===== config.mk =====
export PLATFORM = sky130hd
export DESIGN_NAME = mbx_irq_unit
export DESIGN_NICKNAME = d
export VERILOG_FILES = /design/src/rtl/mbx_irq_pkg.sv /design/src/rtl/mbx_irq_evt_map.sv /design/src/rtl/mbx_irq_status.sv /design/src/rtl/mbx_irq_enable.sv /design/src/rtl/mbx_irq_rdport.sv /design/src/rtl/mbx_irq_unit.sv
export SDC_FILE = /design/constraint.sdc
export NUM_CORES = 1
export LEC_CHECK = 0
export ABC_AREA = 1
export BUFFER_PORTS_ARGS = -buffer_cell sky130_fd_sc_hd__buf_2
export CORE_ASPECT_RATIO = 0.9
export CORE_MARGIN = 2
export CORE_UTILIZATION = 40
export DETAILED_ROUTE_END_ITERATION = 12
export PLACE_DENSITY_LB_ADDON = 0.1
export REMOVE_ABC_BUFFERS = 1
export SYNTH_ARGS = -nofsm -noshare
export SYNTH_HDL_FRONTEND = slang
export SYNTH_SLANG_ARGS = --single-unit

===== constraint.sdc =====
create_clock -name clk -period 1.5 [get_ports clk]
set_input_delay 0.225 -clock clk [delete_from_list [all_inputs] [get_ports clk]]
set_output_delay 0.225 -clock clk [all_outputs]
set_load 0.02 [all_outputs]

===== src/rtl/mbx_irq_pkg.sv =====
package mbx_irq_pkg;

    typedef enum logic [2:0] {
        CMD_IDLE   = 3'd0,
        CMD_RD_RAW = 3'd1,
        CMD_RD_MSK = 3'd2,
        CMD_RD_EN  = 3'd3,
        CMD_CLR_ST = 3'd4,
        CMD_SET_EN = 3'd5,
        CMD_CLR_EN = 3'd6,
        CMD_RSVD   = 3'd7
    } mbx_cmd_e;

    typedef enum logic [1:0] {
        SEL_RAW = 2'd0,
        SEL_MSK = 2'd1,
        SEL_EN  = 2'd2
    } mbx_sel_e;

    typedef struct packed {
        logic     clr_st;
        logic     set_en;
        logic     clr_en;
        logic     rd;
        mbx_sel_e sel;
    } mbx_dec_t;

    function automatic mbx_dec_t mbx_decode(input logic valid, input logic [2:0] op);
        mbx_dec_t d;
        d = '{clr_st: 1'b0, set_en: 1'b0, clr_en: 1'b0, rd: 1'b0, sel: SEL_RAW};
        if (valid) begin
            case (op)
                CMD_RD_RAW: begin d.rd = 1'b1; d.sel = SEL_RAW; end
                CMD_RD_MSK: begin d.rd = 1'b1; d.sel = SEL_MSK; end
                CMD_RD_EN:  begin d.rd = 1'b1; d.sel = SEL_EN;  end
                CMD_CLR_ST: d.clr_st = 1'b1;
                CMD_SET_EN: d.set_en = 1'b1;
                CMD_CLR_EN: d.clr_en = 1'b1;
                default: ;
            endcase
        end
        return d;
    endfunction

endpackage


===== src/rtl/mbx_irq_evt_map.sv =====
module mbx_irq_evt_map #(
    parameter int N_MBX = 4,
    localparam int W = 2 * N_MBX
) (
    input  logic [N_MBX-1:0] newmsg,
    input  logic [N_MBX-1:0] notfull,
    output logic [W-1:0]     evt_vec
);
    for (genvar m = 0; m < N_MBX; m++) begin : g_mbx
        assign evt_vec[2*m]   = newmsg[m];
        assign evt_vec[2*m+1] = notfull[m];
    end
endmodule


===== src/rtl/mbx_irq_status.sv =====
module mbx_irq_status #(
    parameter int W = 8
) (
    input  logic         clk,
    input  logic         rst,
    input  logic [W-1:0] evt_vec,
    input  logic         clr_req,
    input  logic [W-1:0] clr_mask,
    output logic [W-1:0] raw_q
);
    logic [W-1:0] kill;
    logic [W-1:0] raw_d;

    always_comb begin
        kill  = clr_req ? clr_mask : '0;
        // events are ORed in after the clear so a same-cycle pulse wins
        raw_d = (raw_q & ~kill) | evt_vec;
    end

    always_ff @(posedge clk) begin
        if (rst) raw_q <= '0;
        else     raw_q <= raw_d;
    end
endmodule


===== src/rtl/mbx_irq_enable.sv =====
module mbx_irq_enable #(
    parameter int W = 8
) (
    input  logic         clk,
    input  logic         rst,
    input  logic         set_req,
    input  logic         clr_req,
    input  logic [W-1:0] mask,
    output logic [W-1:0] en_q
);
    logic [W-1:0] en_d;

    always_comb begin
        en_d = en_q;
        if (set_req) en_d = en_q | mask;
        if (clr_req) en_d = en_q & ~mask;
    end

    always_ff @(posedge clk) begin
        if (rst) en_q <= '0;
        else     en_q <= en_d;
    end
endmodule


===== src/rtl/mbx_irq_rdport.sv =====
module mbx_irq_rdport
    import mbx_irq_pkg::*;
#(
    parameter int W = 8
) (
    input  logic         clk,
    input  logic         rst,
    input  logic         rd_req,
    input  mbx_sel_e     sel,
    input  logic [W-1:0] raw,
    input  logic [W-1:0] masked,
    input  logic [W-1:0] en,
    output logic         rd_valid,
    output logic [W-1:0] rd_data
);
    logic [W-1:0] pick;

    always_comb begin
        case (sel)
            SEL_MSK: pick = masked;
            SEL_EN:  pick = en;
            default: pick = raw;
        endcase
    end

    always_ff @(posedge clk) begin
        if (rst) begin
            rd_valid <= 1'b0;
            rd_data  <= '0;
        end else begin
            rd_valid <= rd_req;
            if (rd_req) rd_data <= pick;
        end
    end
endmodule


===== src/rtl/mbx_irq_unit.sv =====
module mbx_irq_unit
    import mbx_irq_pkg::*;
#(
    parameter int N_MBX = 4,
    localparam int W = 2 * N_MBX
) (
    input  logic             clk,
    input  logic             rst,
    input  logic [N_MBX-1:0] evt_newmsg,
    input  logic [N_MBX-1:0] evt_notfull,
    input  logic             cmd_valid,
    input  logic [2:0]       cmd_op,
    input  logic [W-1:0]     cmd_wdata,
    output logic             rd_valid,
    output logic [W-1:0]     rd_data,
    output logic             irq
);
    mbx_dec_t     dec;
    logic [W-1:0] evt_vec;
    logic [W-1:0] raw_q;
    logic [W-1:0] en_q;
    logic [W-1:0] masked;

    assign dec = mbx_decode(cmd_valid, cmd_op);

    mbx_irq_evt_map #(.N_MBX(N_MBX)) u_map (
        .newmsg  (evt_newmsg),
        .notfull (evt_notfull),
        .evt_vec (evt_vec)
    );

    mbx_irq_status #(.W(W)) u_status (
        .clk      (clk),
        .rst      (rst),
        .evt_vec  (evt_vec),
        .clr_req  (dec.clr_st),
        .clr_mask (cmd_wdata),
        .raw_q    (raw_q)
    );

    mbx_irq_enable #(.W(W)) u_enable (
        .clk     (clk),
        .rst     (rst),
        .set_req (dec.set_en),
        .clr_req (dec.clr_en),
        .mask    (cmd_wdata),
        .en_q    (en_q)
    );

    assign masked = raw_q & en_q;
    assign irq    = |masked;

    mbx_irq_rdport #(.W(W)) u_rd (
        .clk      (clk),
        .rst      (rst),
        .rd_req   (dec.rd),
        .sel      (dec.sel),
        .raw      (raw_q),
        .masked   (masked),
        .en       (en_q),
        .rd_valid (rd_valid),
        .rd_data  (rd_data)
    );
endmodule


# ---- Word level (Yosys, flattened, before mapping)
# Cells that the tools add are included.
# Widths: inputs -> output; s select.
dict set report word_totals {
  reg_bits 25
  input_bits 22
  wordCells 30
  output_inout_bits 10
}
dict set report op_classes {
  n_reduce_logical 2
  n_bitwise 7
  eq_ne 8
  mux 9
}
# operator n
set op_table {}
lappend op_table {{$and 8x8->8} 3}
lappend op_table {{$mux 8} 3}
lappend op_table {{$not 8->8} 2}
lappend op_table {{$or 8x8->8} 2}
lappend op_table {{$pmux 8 s2} 1}
lappend op_table {{$eq 3x3->1 const B} 3}
lappend op_table {{$pmux 3 s3} 1}
lappend op_table {{$reduce_or 8->1} 1}
lappend op_table {{$eq 3x2->1 const B} 2}
lappend op_table {{$mux 6} 1}
lappend op_table {{$eq 3x1->1 const B} 1}
lappend op_table {{$mux 1} 3}
lappend op_table {{$eq 2x1->1 const B} 1}
lappend op_table {{$eq 2x2->1 const B} 1}
lappend op_table {{$reduce_bool 2->1} 1}

# ---- Longest topological paths before layout
dict set report depth {
  ltp_word 7
  ltp_mapped 12
}

# ---- By module
# Synthesis repeated with hierarchy kept, for this count alone.
dict set report unflattened {
  cells_unflattened 204
  area_unflattened_um2 1305.0
}
# mod instances area_each_um2 cells_per_inst
set by_module_without_submodules {}
lappend by_module_without_submodules {mbx_irq_rdport 1 483.0 76}
lappend by_module_without_submodules {mbx_irq_enable 1 321.6 43}
lappend by_module_without_submodules {mbx_irq_status 1 299.0 42}
lappend by_module_without_submodules {mbx_irq_unit 1 141.4 35}
lappend by_module_without_submodules {mbx_irq_evt_map 1 60.1 8}

# ---- Worst setup path after synthesis
# No wires, ideal clock.
dict set report synth_timing {
  path_kind {input to register}
  startpoint {input port cmd_valid}
  endpoint {register u_rd.rd_data[6]}
  setup_time_ps 118
  t_arrival_ps 1358
  path_stages 12
  n_path_buf 1
  slack_ps 24
  cell_sequence {inv_2 -> nor2_4 -> inv_1 -> nor2_1 -> inv_1 -> ha_1 -> inv_2 -> buf_4 -> nor2_1 -> nor2_4 -> nand2_2 -> a21oi_2}
}
dict set report synth_between {
  elab_chain_len 3
  elab_cells_between_ends 4
  classes_between {eq/ne (2); mux (2)}
}
# item line_no
set synth_lines {}
lappend synth_lines {{from (decl)} mbx_irq_unit.sv:11} ;# input logic cmd_valid,
lappend synth_lines {{$mux 6 *} mbx_irq_pkg.sv:31} ;# if (valid) begin
lappend synth_lines {{$eq 2x2->1 / $eq 2x1->1 (equally long branches)} mbx_irq_rdport.sv:19} ;# case (sel)
lappend synth_lines {{$pmux 8 s2} mbx_irq_rdport.sv:19}
lappend synth_lines {{to (signal assigned)} mbx_irq_rdport.sv:32} ;# if (rd_req) rd_data <= pick;
lappend synth_lines {{to (decl)} mbx_irq_rdport.sv:14} ;# output logic [W-1:0] rd_data
# Every way passes the cells marked *; elsewhere a longest branch is shown, timed or not.
# A chain may end at the register's enable or synchronous reset.

==> reports/metrics.yaml <==
outcome:
  status: "completed"
die:
  die_w_um: 63.86
  start_util_pct: 42.06
  die_y_um: 57.88
  core_area_um2: 3067
  io_pins: 32
  dieArea_um2: 3696
  rows: 19
sta:
  setup_viol: 0
  relSlewSlack_pct: 73.12
  drv_slew: 0
  finalCritPeriodShare_pct: 95.95
  period_needed_ps: 1439
  fin_setup_tns_ps: 0
  fmaxAchievable_ghz: 0.6948
  hold_violations: 0
  rsz0062_at_grt: "no"
  tightestPinTransition_ps: 402.0
  fin_skew_ps: 12.06
place:
  gp_congestion: 0.7331
  port_buffers: 31
  dp_hpwl_mm: 2.325
clock_network:
  htreeDepth: 1
  cts-root-buf: "clkbuf_4"
  cts_tree: "built"
  cts.clk_slew.worst_paths_ps: 140
  cts_buffers: 3
  clk_path_buf_depth: 2
  clock_latency_ps: 330
  cts_hold_buffers: 0
  cts_sinks: 25
synth:
  yosys_warnings: 0
  synthCells: 194
  synth.distinct_cells: 21
  synth-seq-cells: 25
  synth_area_um2: 1290
  avgSynthCellArea_um2: 6.649
  synth_seq_area_share_pct: 38.80
route:
  avgRoutedWirePerCell_um: 12.37
  antenna_left: 0
  drt_pass1_iterations: 4
  drt_iter0_drc: 88
  drc_errors: 0
  viasPerCell: 5.054
  wl_mm: 3.464
  vias: 1415
grt:
  grt_use_total_pct: 20.09
  grt_max_degree: 18
  overflow: 0
  grt_pass1_vias: 1269
  antenna_found_initial: 0
  grt_pass1_wl_mm: 5.782
worst_setup_path:
  endpoint: "irq"
  r2r-start: "u_status.raw_q[6]"
  worstPathArrival_ps: 1210
  path_cells: "nand2_1 -> nand4_1 -> or2_4 -> buf_6"
  crit_type: "register to output pin"
  cp-start-kind: "register"
  cp_data_required_time_ps: 1270
  r2r_cells: 5
  crit_slowest_cell: "dfxtp_2"
  rr_endpoint: "u_rd.rd_data[6]"
  rrSetupSlack_ps: 580
  end_kind: "output pin"
  crit_path_max_incr_delay_ps: 360
  cp_max_fo: 4
cells_and_area:
  fin_nets: 263
  final_common_cell: "nand2_1"
  diodes: 0
  syn2layout_area_growth_pct: 26.77
  final_cell_mix: "34 x nand2_1, 30 x buf_2, 28 x inv_1"
  drive_above_1_share_pct: 32.35
power:
  leakage_nw: 0.7355
  ir_drop_v: 0.0005683
  p_int_mw: 0.9072
  p_per_area_nw_per_um2: 784.9
  power.total_mw: 1.284
  switching_share_pct: 29.32
  power_switching_mw: 0.3763
  p_seq_share_pct: 56.3
  combinationalPowerShare_pct: 19.5
  clkPwrFrac_pct: 24.2
worst_hold_path:
  holdCritPathClass: "primary input to register"
  hold_start: "evt_notfull[1]"
flow_run:
  maxCapViolCount: 0
[metrics by stage]
stage	area (µm²)	instances	hold WS, ps	utilization [%]	worst slack [ps]
floorplan	1255	188	287.4	-	82.18
global placement	1523	269	452.5	49.65	-73.38
detailed placement	1523	269	455.8	49.65	-170.5
CTS	1608	279	103.7	52.43	2.203
global route	1635	280	111.8	53.33	0.2429
finish	1635	280	103.3	53.33	60.74
[cell families (layout without fill, tap and decap cells)]
group                      count (synthesis)  count (layout)  share of synthesized area [%]
and+or+nand+nor                           88              88                          31.14
DFF                                       25              25                          38.80
adders and majority gates                  2               2                          1.940
buffers and inverters                     39              83                          12.32
AOI/OAI and AO/OA                         40              40                          15.81
[worst min-delay path by stage]
| stage | to | slack [ps] | cells past startpoint |
|---|---|---|---|
| 2_1_floorplan | u_rd.rd_data[6] | 290 | 1 |
| 3_3_place_gp | u_rd.rd_data[5] | 450 | 2 |
| 3_5_place_dp | u_rd.rd_data[4] | 460 | 2 |
| 4_1_cts | u_status.raw_q[3] | 100 | 3 |
| 5_1_grt | u_status.raw_q[5] | 110 | 3 |
| 6_report | u_status.raw_q[3] | 100 | 3 |
[layout make-up]
class | count | area (µm²)
Fill cell | 317 | 1431
Inverter | 33 | 123.9
Timing Repair Buffer | 46 | 274.0
Clock buffer | 4 | 26.28
Multi-Input combinational cell | 130 | 635.6
Sequential cell | 25 | 523.0
Tap cell | 42 | 52.55
[critical path, delay by kind of cell, from the launching register on]
kind                   cells  cell delay, ps
DFF                        1             360
and+or+nand+nor            3             400
buffers and inverters      1             130
[synthesized netlist by cell type, drive strengths merged]
cell | count | area, µm²
ha | 2 | 25.02
nor2 | 20 | 90.08
o21ai | 16 | 80.07
buf | 3 | 23.77
a21oi | 24 | 123.9
nand3 | 24 | 120.1
nand4 | 3 | 18.77
or2 | 1 | 6.260
dfxtp | 25 | 500.5
inv | 33 | 123.9
clkbuf | 3 | 11.26
nor3 | 1 | 5.000
nand2 | 39 | 161.4
[power groups by stage]
stage / Sequential, mW / Combinational, mW / Clock (mW)
after global routing: 0.727 / 0.280 / 0.338
final: 0.723 / 0.250 / 0.311
after floorplan: 0.745 / 0.114 / 0
after global placement: 0.738 / 0.213 / 0
after detailed placement: 0.738 / 0.221 / 0
after CTS: 0.723 / 0.240 / 0.309
[routing by layer]
| layer | vias to the layer above | track usage, % | wire length [µm] |
|---|---|---|---|
| met5 | - | 0 | 0 |
| met4 | 0 | 5.280 | 29 |
| met3 | 4 | 4.466 | 244 |
| met2 | 49 | 34.23 | 1636 |
| met1 | 652 | 25.88 | 1552 |
| li1 | 710 | - | - |
[what timing repair did]
item                                    in CTS  in global routing
pin swaps                                    0                  1
endpoints found under the setup margin       1                  1
buffers inserted                             6                  1
gates resized for setup                     11                  9
gates cloned                                 0                  0
(Power assumes the default switching activity.)
